===== config.mk =====
export PLATFORM = sky130hd
export DESIGN_NAME = ptw_walker
export DESIGN_NICKNAME = d
export VERILOG_FILES = /design/src/rtl/ptw_pkg.sv /design/src/rtl/ptw_addr_gen.sv /design/src/rtl/ptw_entry_chk.sv /design/src/rtl/ptw_walker.sv
export SDC_FILE = /design/constraint.sdc
export NUM_CORES = 1
export LEC_CHECK = 0
export BUFFER_PORTS_ARGS = -buffer_cell sky130_fd_sc_hd__buf_2
export CELL_PAD_IN_SITES_DETAIL_PLACEMENT = 0
export CELL_PAD_IN_SITES_GLOBAL_PLACEMENT = 1
export CORE_MARGIN = 2
export CORE_UTILIZATION = 30
export CTS_BUF_LIST = sky130_fd_sc_hd__clkbuf_16
export CTS_CLUSTER_SIZE = 8
export DETAILED_ROUTE_END_ITERATION = 8
export PLACE_DENSITY = 0.58
export REMOVE_ABC_BUFFERS = 1
export SLEW_MARGIN = 20
export SYNTH_ARGS = -nofsm -noshare
export SYNTH_HDL_FRONTEND = slang
export SYNTH_HIERARCHICAL = 1
export SYNTH_SLANG_ARGS = --single-unit

===== constraint.sdc =====
create_clock -name clk_i -period 5.4 [get_ports clk_i]
set_input_delay 0.27 -clock clk_i [delete_from_list [all_inputs] [get_ports clk_i]]
set_output_delay 0.27 -clock clk_i [all_outputs]
set_load 0.005 [all_outputs]

===== src/rtl/ptw_pkg.sv =====
package ptw_pkg;
  typedef enum logic [2:0] {
    ST_IDLE,
    ST_DIR_RD,
    ST_DIR_WB,
    ST_TBL_RD,
    ST_TBL_WB
  } walk_state_e;

  localparam int unsigned BIT_PRESENT = 0;
  localparam int unsigned BIT_WRITABLE = 1;
  localparam int unsigned BIT_USER = 2;
  localparam int unsigned BIT_ACCESSED = 5;
  localparam int unsigned BIT_DIRTY = 6;
endpackage


===== src/rtl/ptw_addr_gen.sv =====
module ptw_addr_gen #(
  parameter int unsigned AW = 32,
  parameter int unsigned OFF_W = 12,
  parameter int unsigned IDX_W = 10,
  parameter int unsigned ENT_LOG2 = 2
) (
  input  logic [AW-OFF_W-1:0] frame_i,
  input  logic [IDX_W-1:0]    idx_i,
  output logic [AW-1:0]       addr_o
);
  logic [AW-1:0] base, offs;
  assign base = {frame_i, {OFF_W{1'b0}}};
  assign offs = AW'(idx_i) << ENT_LOG2;
  assign addr_o = base + offs;
endmodule


===== src/rtl/ptw_entry_chk.sv =====
module ptw_entry_chk
  import ptw_pkg::*;
#(
  parameter int unsigned DW = 32,
  parameter bit LEAF = 1'b0
) (
  input  logic [DW-1:0] entry_i,
  input  logic          write_i,
  input  logic          user_i,
  output logic          fault_o,
  output logic          upd_o,
  output logic [DW-1:0] upd_data_o
);
  logic [DW-1:0] set_mask;
  logic          prot_bad;

  always_comb begin
    set_mask = '0;
    set_mask[BIT_ACCESSED] = 1'b1;
    if (LEAF) set_mask[BIT_DIRTY] = write_i;
  end

  assign prot_bad   = user_i && (!entry_i[BIT_USER] || (write_i && !entry_i[BIT_WRITABLE]));
  assign fault_o    = !entry_i[BIT_PRESENT] || prot_bad;
  assign upd_data_o = entry_i | set_mask;
  assign upd_o      = (entry_i & set_mask) != set_mask;
endmodule


===== src/rtl/ptw_walker.sv =====
module ptw_walker
  import ptw_pkg::*;
#(
  parameter int unsigned AW = 32,
  parameter int unsigned OFF_W = 12,
  parameter int unsigned IDX_W = 10
) (
  input  logic          clk_i,
  input  logic          rst_ni,
  input  logic          req_valid_i,
  input  logic [AW-1:0] req_lin_i,
  input  logic          req_write_i,
  input  logic          req_user_i,
  input  logic [AW-1:0] pdbr_i,
  output logic          busy_o,
  output logic          done_o,
  output logic          fault_o,
  output logic [AW-1:0] phys_o,
  output logic [AW-1:0] fault_addr_o,
  output logic          mem_req_o,
  output logic          mem_we_o,
  output logic [AW-1:0] mem_addr_o,
  output logic [AW-1:0] mem_wdata_o,
  input  logic          mem_ready_i,
  input  logic [AW-1:0] mem_rdata_i
);
  localparam int unsigned FRM_W = AW - OFF_W;
  localparam int unsigned TBL_LO = OFF_W;
  localparam int unsigned DIR_LO = OFF_W + IDX_W;

  walk_state_e   state_q;
  logic [AW-1:0] lin_q, ent_q, phys_q, fault_addr_q;
  logic [FRM_W-1:0] dir_base_q, tbl_base_q;
  logic          wr_q, usr_q, done_q, fault_q;

  logic [AW-1:0] dir_addr, tbl_addr;
  logic          dir_fault, dir_upd, tbl_fault, tbl_upd;
  logic [AW-1:0] dir_upd_data, tbl_upd_data;

  ptw_addr_gen #(.AW(AW), .OFF_W(OFF_W), .IDX_W(IDX_W)) u_dir_addr (
    .frame_i(dir_base_q), .idx_i(lin_q[DIR_LO +: IDX_W]), .addr_o(dir_addr)
  );
  ptw_addr_gen #(.AW(AW), .OFF_W(OFF_W), .IDX_W(IDX_W)) u_tbl_addr (
    .frame_i(tbl_base_q), .idx_i(lin_q[TBL_LO +: IDX_W]), .addr_o(tbl_addr)
  );

  ptw_entry_chk #(.DW(AW), .LEAF(1'b0)) u_dir_chk (
    .entry_i(mem_rdata_i), .write_i(wr_q), .user_i(usr_q),
    .fault_o(dir_fault), .upd_o(dir_upd), .upd_data_o(dir_upd_data)
  );
  ptw_entry_chk #(.DW(AW), .LEAF(1'b1)) u_tbl_chk (
    .entry_i(mem_rdata_i), .write_i(wr_q), .user_i(usr_q),
    .fault_o(tbl_fault), .upd_o(tbl_upd), .upd_data_o(tbl_upd_data)
  );

  always_ff @(posedge clk_i or negedge rst_ni) begin
    if (!rst_ni) begin
      state_q      <= ST_IDLE;
      lin_q        <= '0;
      ent_q        <= '0;
      phys_q       <= '0;
      fault_addr_q <= '0;
      dir_base_q   <= '0;
      tbl_base_q   <= '0;
      wr_q         <= 1'b0;
      usr_q        <= 1'b0;
      done_q       <= 1'b0;
      fault_q      <= 1'b0;
    end else begin
      done_q <= 1'b0;
      unique case (state_q)
        ST_IDLE: if (req_valid_i) begin
          lin_q      <= req_lin_i;
          wr_q       <= req_write_i;
          usr_q      <= req_user_i;
          dir_base_q <= pdbr_i[AW-1:OFF_W];
          state_q    <= ST_DIR_RD;
        end
        ST_DIR_RD: if (mem_ready_i) begin
          if (dir_fault) begin
            state_q      <= ST_IDLE;
            done_q       <= 1'b1;
            fault_q      <= 1'b1;
            fault_addr_q <= lin_q;
          end else begin
            tbl_base_q <= mem_rdata_i[AW-1:OFF_W];
            ent_q      <= dir_upd_data;
            state_q    <= dir_upd ? ST_DIR_WB : ST_TBL_RD;
          end
        end
        ST_DIR_WB: if (mem_ready_i) state_q <= ST_TBL_RD;
        ST_TBL_RD: if (mem_ready_i) begin
          if (tbl_fault) begin
            state_q      <= ST_IDLE;
            done_q       <= 1'b1;
            fault_q      <= 1'b1;
            fault_addr_q <= lin_q;
          end else if (tbl_upd) begin
            ent_q   <= tbl_upd_data;
            state_q <= ST_TBL_WB;
          end else begin
            phys_q  <= {mem_rdata_i[AW-1:OFF_W], lin_q[OFF_W-1:0]};
            state_q <= ST_IDLE;
            done_q  <= 1'b1;
            fault_q <= 1'b0;
          end
        end
        ST_TBL_WB: if (mem_ready_i) begin
          phys_q  <= {ent_q[AW-1:OFF_W], lin_q[OFF_W-1:0]};
          state_q <= ST_IDLE;
          done_q  <= 1'b1;
          fault_q <= 1'b0;
        end
        default: state_q <= ST_IDLE;
      endcase
    end
  end

  assign busy_o       = state_q != ST_IDLE;
  assign done_o       = done_q;
  assign fault_o      = fault_q && done_q;
  assign phys_o       = phys_q;
  assign fault_addr_o = fault_addr_q;
  assign mem_req_o    = state_q != ST_IDLE;
  assign mem_we_o     = (state_q == ST_DIR_WB) || (state_q == ST_TBL_WB);
  assign mem_addr_o   = ((state_q == ST_DIR_RD) || (state_q == ST_DIR_WB)) ? dir_addr : tbl_addr;
  assign mem_wdata_o  = ent_q;
endmodule


==> impl_metrics.tcl <==
set metrics [dict create \
    ant_nets 0 \
    place_area_um2 9523 \
    htreeDepth 4 \
    wl_met3_um 1411 \
    dr.first_iter.drc_count 184 \
    cp_top_family "flip-flops" \
    yosysMostFrequentCell "dfrtp_1" \
    critPathBufInv 2 \
    finalClockSkew_ns 0.01679 \
    p_int_w 0.004030 \
    vias 4870 \
    area_delta_synth_final_pct 12.01 \
    layout-drive-gt1-share_pct 58.47 \
    cts_resized 0 \
    initial_core_util_pct 30.54 \
    viasPerCell 4.295 \
    numCtsBuffers 17 \
    maxCapViolations 0 \
    gr-total-overflow 0 \
    hold_viol 0 \
    cp.arrival_ns 2.68 \
    rows 63 \
    num-nets-final 833 \
    cts_root_buf "clkbuf_16" \
    synth_top_area_share_pct 48.38 \
    synth_area_leaders "dfrtp_1 (48%), mux2_2 (13%), buf_4 (12%)" \
    die_h_um 177.7 \
    pwr-share-clk_pct 21.3 \
    hp-class "in2reg" \
    diodes 0 \
    critPathLaunchType "register" \
    grt_pass1_vias 5189 \
    synthCells 639 \
    ys_types 37 \
    wl_met1_um 9106 \
    max-vdd-ir-drop_uv 235.1 \
    setup_viol 0 \
    ys_seq_area_share_pct 48.38 \
    synth_area_um2 9052 \
    synth_seq_cells 175 \
    synthArstFlopShare_pct 100.0 \
    critPathMaxFanout 25 \
    cts.sinks 175 \
    dr.pass1.iters 4 \
    post-route-period-util_pct 54.58 \
    synth_ff_type "dfrtp_1" \
    cts_tree "built" \
    ys_warn_count 6 \
    hold_slack_ns 0.05331 \
    yosysTopAreaCell "dfrtp_1" \
    power_frac_seq_pct 38.9 \
    rsz0062_at_grt "no" \
    synth-edff-count 0 \
    syn_area_per_cell_um2 14.17 \
    route.met2.wl_um 9031 \
    worstSetupPathType "reg2out" \
    clk_latency_ns 0.43 \
    wire_per_inst_um 17.46 \
    routed_wl_um 19800 \
    finalCriticalPeriod_ns 2.947 \
    dpl.hpwl_um 12990 \
    slowest_delay_ns 0.72 \
    fin_tns_setup_ns 0 \
    coreArea_um2 29640 \
    p_sw_w 0.001984 \
    grt_first_pass_wirelength_um 30690 \
    maxSlewViolCount 0 \
    grt_max_degree 74 \
    io_buffers 220 \
    switching_share_pct 32.99 \
    critPathCaptureType "output pin" \
    outcome "finished, final reports clean" \
    top_layer_used "met4" \
    cts_buffer_depth 2 \
    drc_errors 0 \
    cp_data_required_time_ns 5.13 \
    design_area_um2 10140 \
    clk_pin_slew_ns 0.08 \
    crit_chain "xnor2_1 -> nor2_4 -> buf_4 -> mux2_2 -> buf_2" \
    worst_slew_pin_slew_ns 0.7564 \
    p_comb_share_pct 39.8 \
    ios 235 \
    p_leak_nw 4.772 \
    max-slew-margin-rel_pct 49.57 \
    p_per_area_nw_per_um2 593.2 \
    fmax_ghz 0.3393 \
    die_x_um 177.7 \
    cp_slowest_cell "dfrtp_1" \
    grtUsageTotal_pct 12.82 \
    die-area_um2 31580 \
    antenna_found_initial 0 \
    place_congestion 0.6794 \
    netlist_top_cells_count "dfrtp_1 (175), buf_4 (144), mux2_2 (108)" \
]
[cell type report]
class	instances	area, um^2
clock buffers	17	425.4
clock inverters	15	181.4
fillers	3040	19500
inverters	6	22.52
multi-input cells	303	3471
flip-flops and latches	175	4379
well taps	390	488.0
repair buffers	228	1172
[kinds of logic after synthesis]
family | synth area share (%)
other cells | 0.1658
simple gates | 2.281
mux | 34.19
flops | 48.38
compound gates | 1.037
xor+xnor | 0.1935
buf+inv | 13.75
[power groups by stage]
stage / clock network (W) / logic (W) / registers [W]
2_1_floorplan: 0 / 0.00140 / 0.00231
3_3_place_gp: 0 / 0.00244 / 0.00235
3_5_place_dp: 0 / 0.00246 / 0.00236
4_1_cts: 0.00133 / 0.00247 / 0.00235
5_1_grt: 0.00139 / 0.00263 / 0.00244
6_report: 0.00128 / 0.00239 / 0.00234
[layer usage]
metal,GRT usage (%),vias up
li1,-,2268
met1,16.88,2456
met2,19.93,130
met3,4.477,16
met4,3.518,0
met5,0,-
[cells in the final DEF (no fill, tap or decap), drive strengths merged, types with 4 or more instances in the layout]
cell and count:
mux2 255, buf 226, dfrtp 175, clkbuf 18, inv 10, conb 6, nor2 6, clkinvlp 5
nand3b 5, nor2b 4, clkinv 4
[through the flow]
| step | setup slack (ns) | utilization [%] | total power (W) | cells |
|---|---|---|---|---|
| 6_report | 2.453 | 34.21 | 0.006015 | 1134 |
| 5_1_grt | 2.283 | 34.21 | 0.006461 | 1134 |
| 4_1_cts | 2.408 | 34.21 | 0.006143 | 1134 |
| 3_5_place_dp | 2.710 | 32.13 | 0.004819 | 1101 |
| 3_3_place_gp | 2.683 | 32.13 | 0.004791 | 1101 |
| 2_1_floorplan | 2.447 | - | 0.003707 | 484 |
[flip-flops by register name, summed over array words and instances (netlist names)]
signal	flops
fault_addr_o	32
lin_q	32
mem_wdata_o	32
phys_o	32
dir_base_q	20
tbl_base_q	20
state_q	3
done_o	1
fault_q	1
usr_q	1
wr_q	1
[final timing paths]
path / from / to / slack, ns / cells after the start
max reg2reg: state_q[1]$_DFFE_PN0P_ / lin_q[16]$_DFFE_PN0P_ / 2.74 / 4
max: state_q[1]$_DFFE_PN0P_ / mem_addr_o[15] / 2.45 / 5
max in group asynchronous: rst_ni / mem_wdata_o[29]$_DFFE_PN0P_ / 3.77 / 3
min in group asynchronous: rst_ni / dir_base_q[7]$_DFFE_PN0P_ / 0.39 / 2
min reg2reg: dir_base_q[13]$_DFFE_PN0P_ / dir_base_q[13]$_DFFE_PN0P_ / 0.48 / 1
min: req_lin_i[6] / lin_q[6]$_DFFE_PN0P_ / 0.05 / 2
[timing repair]
action                    4_1_cts  5_1_grt
hold endpoints to repair       71        0
buffers inserted                0        0
hold buffers                    1        0
Power figures use the tool's default switching activity.
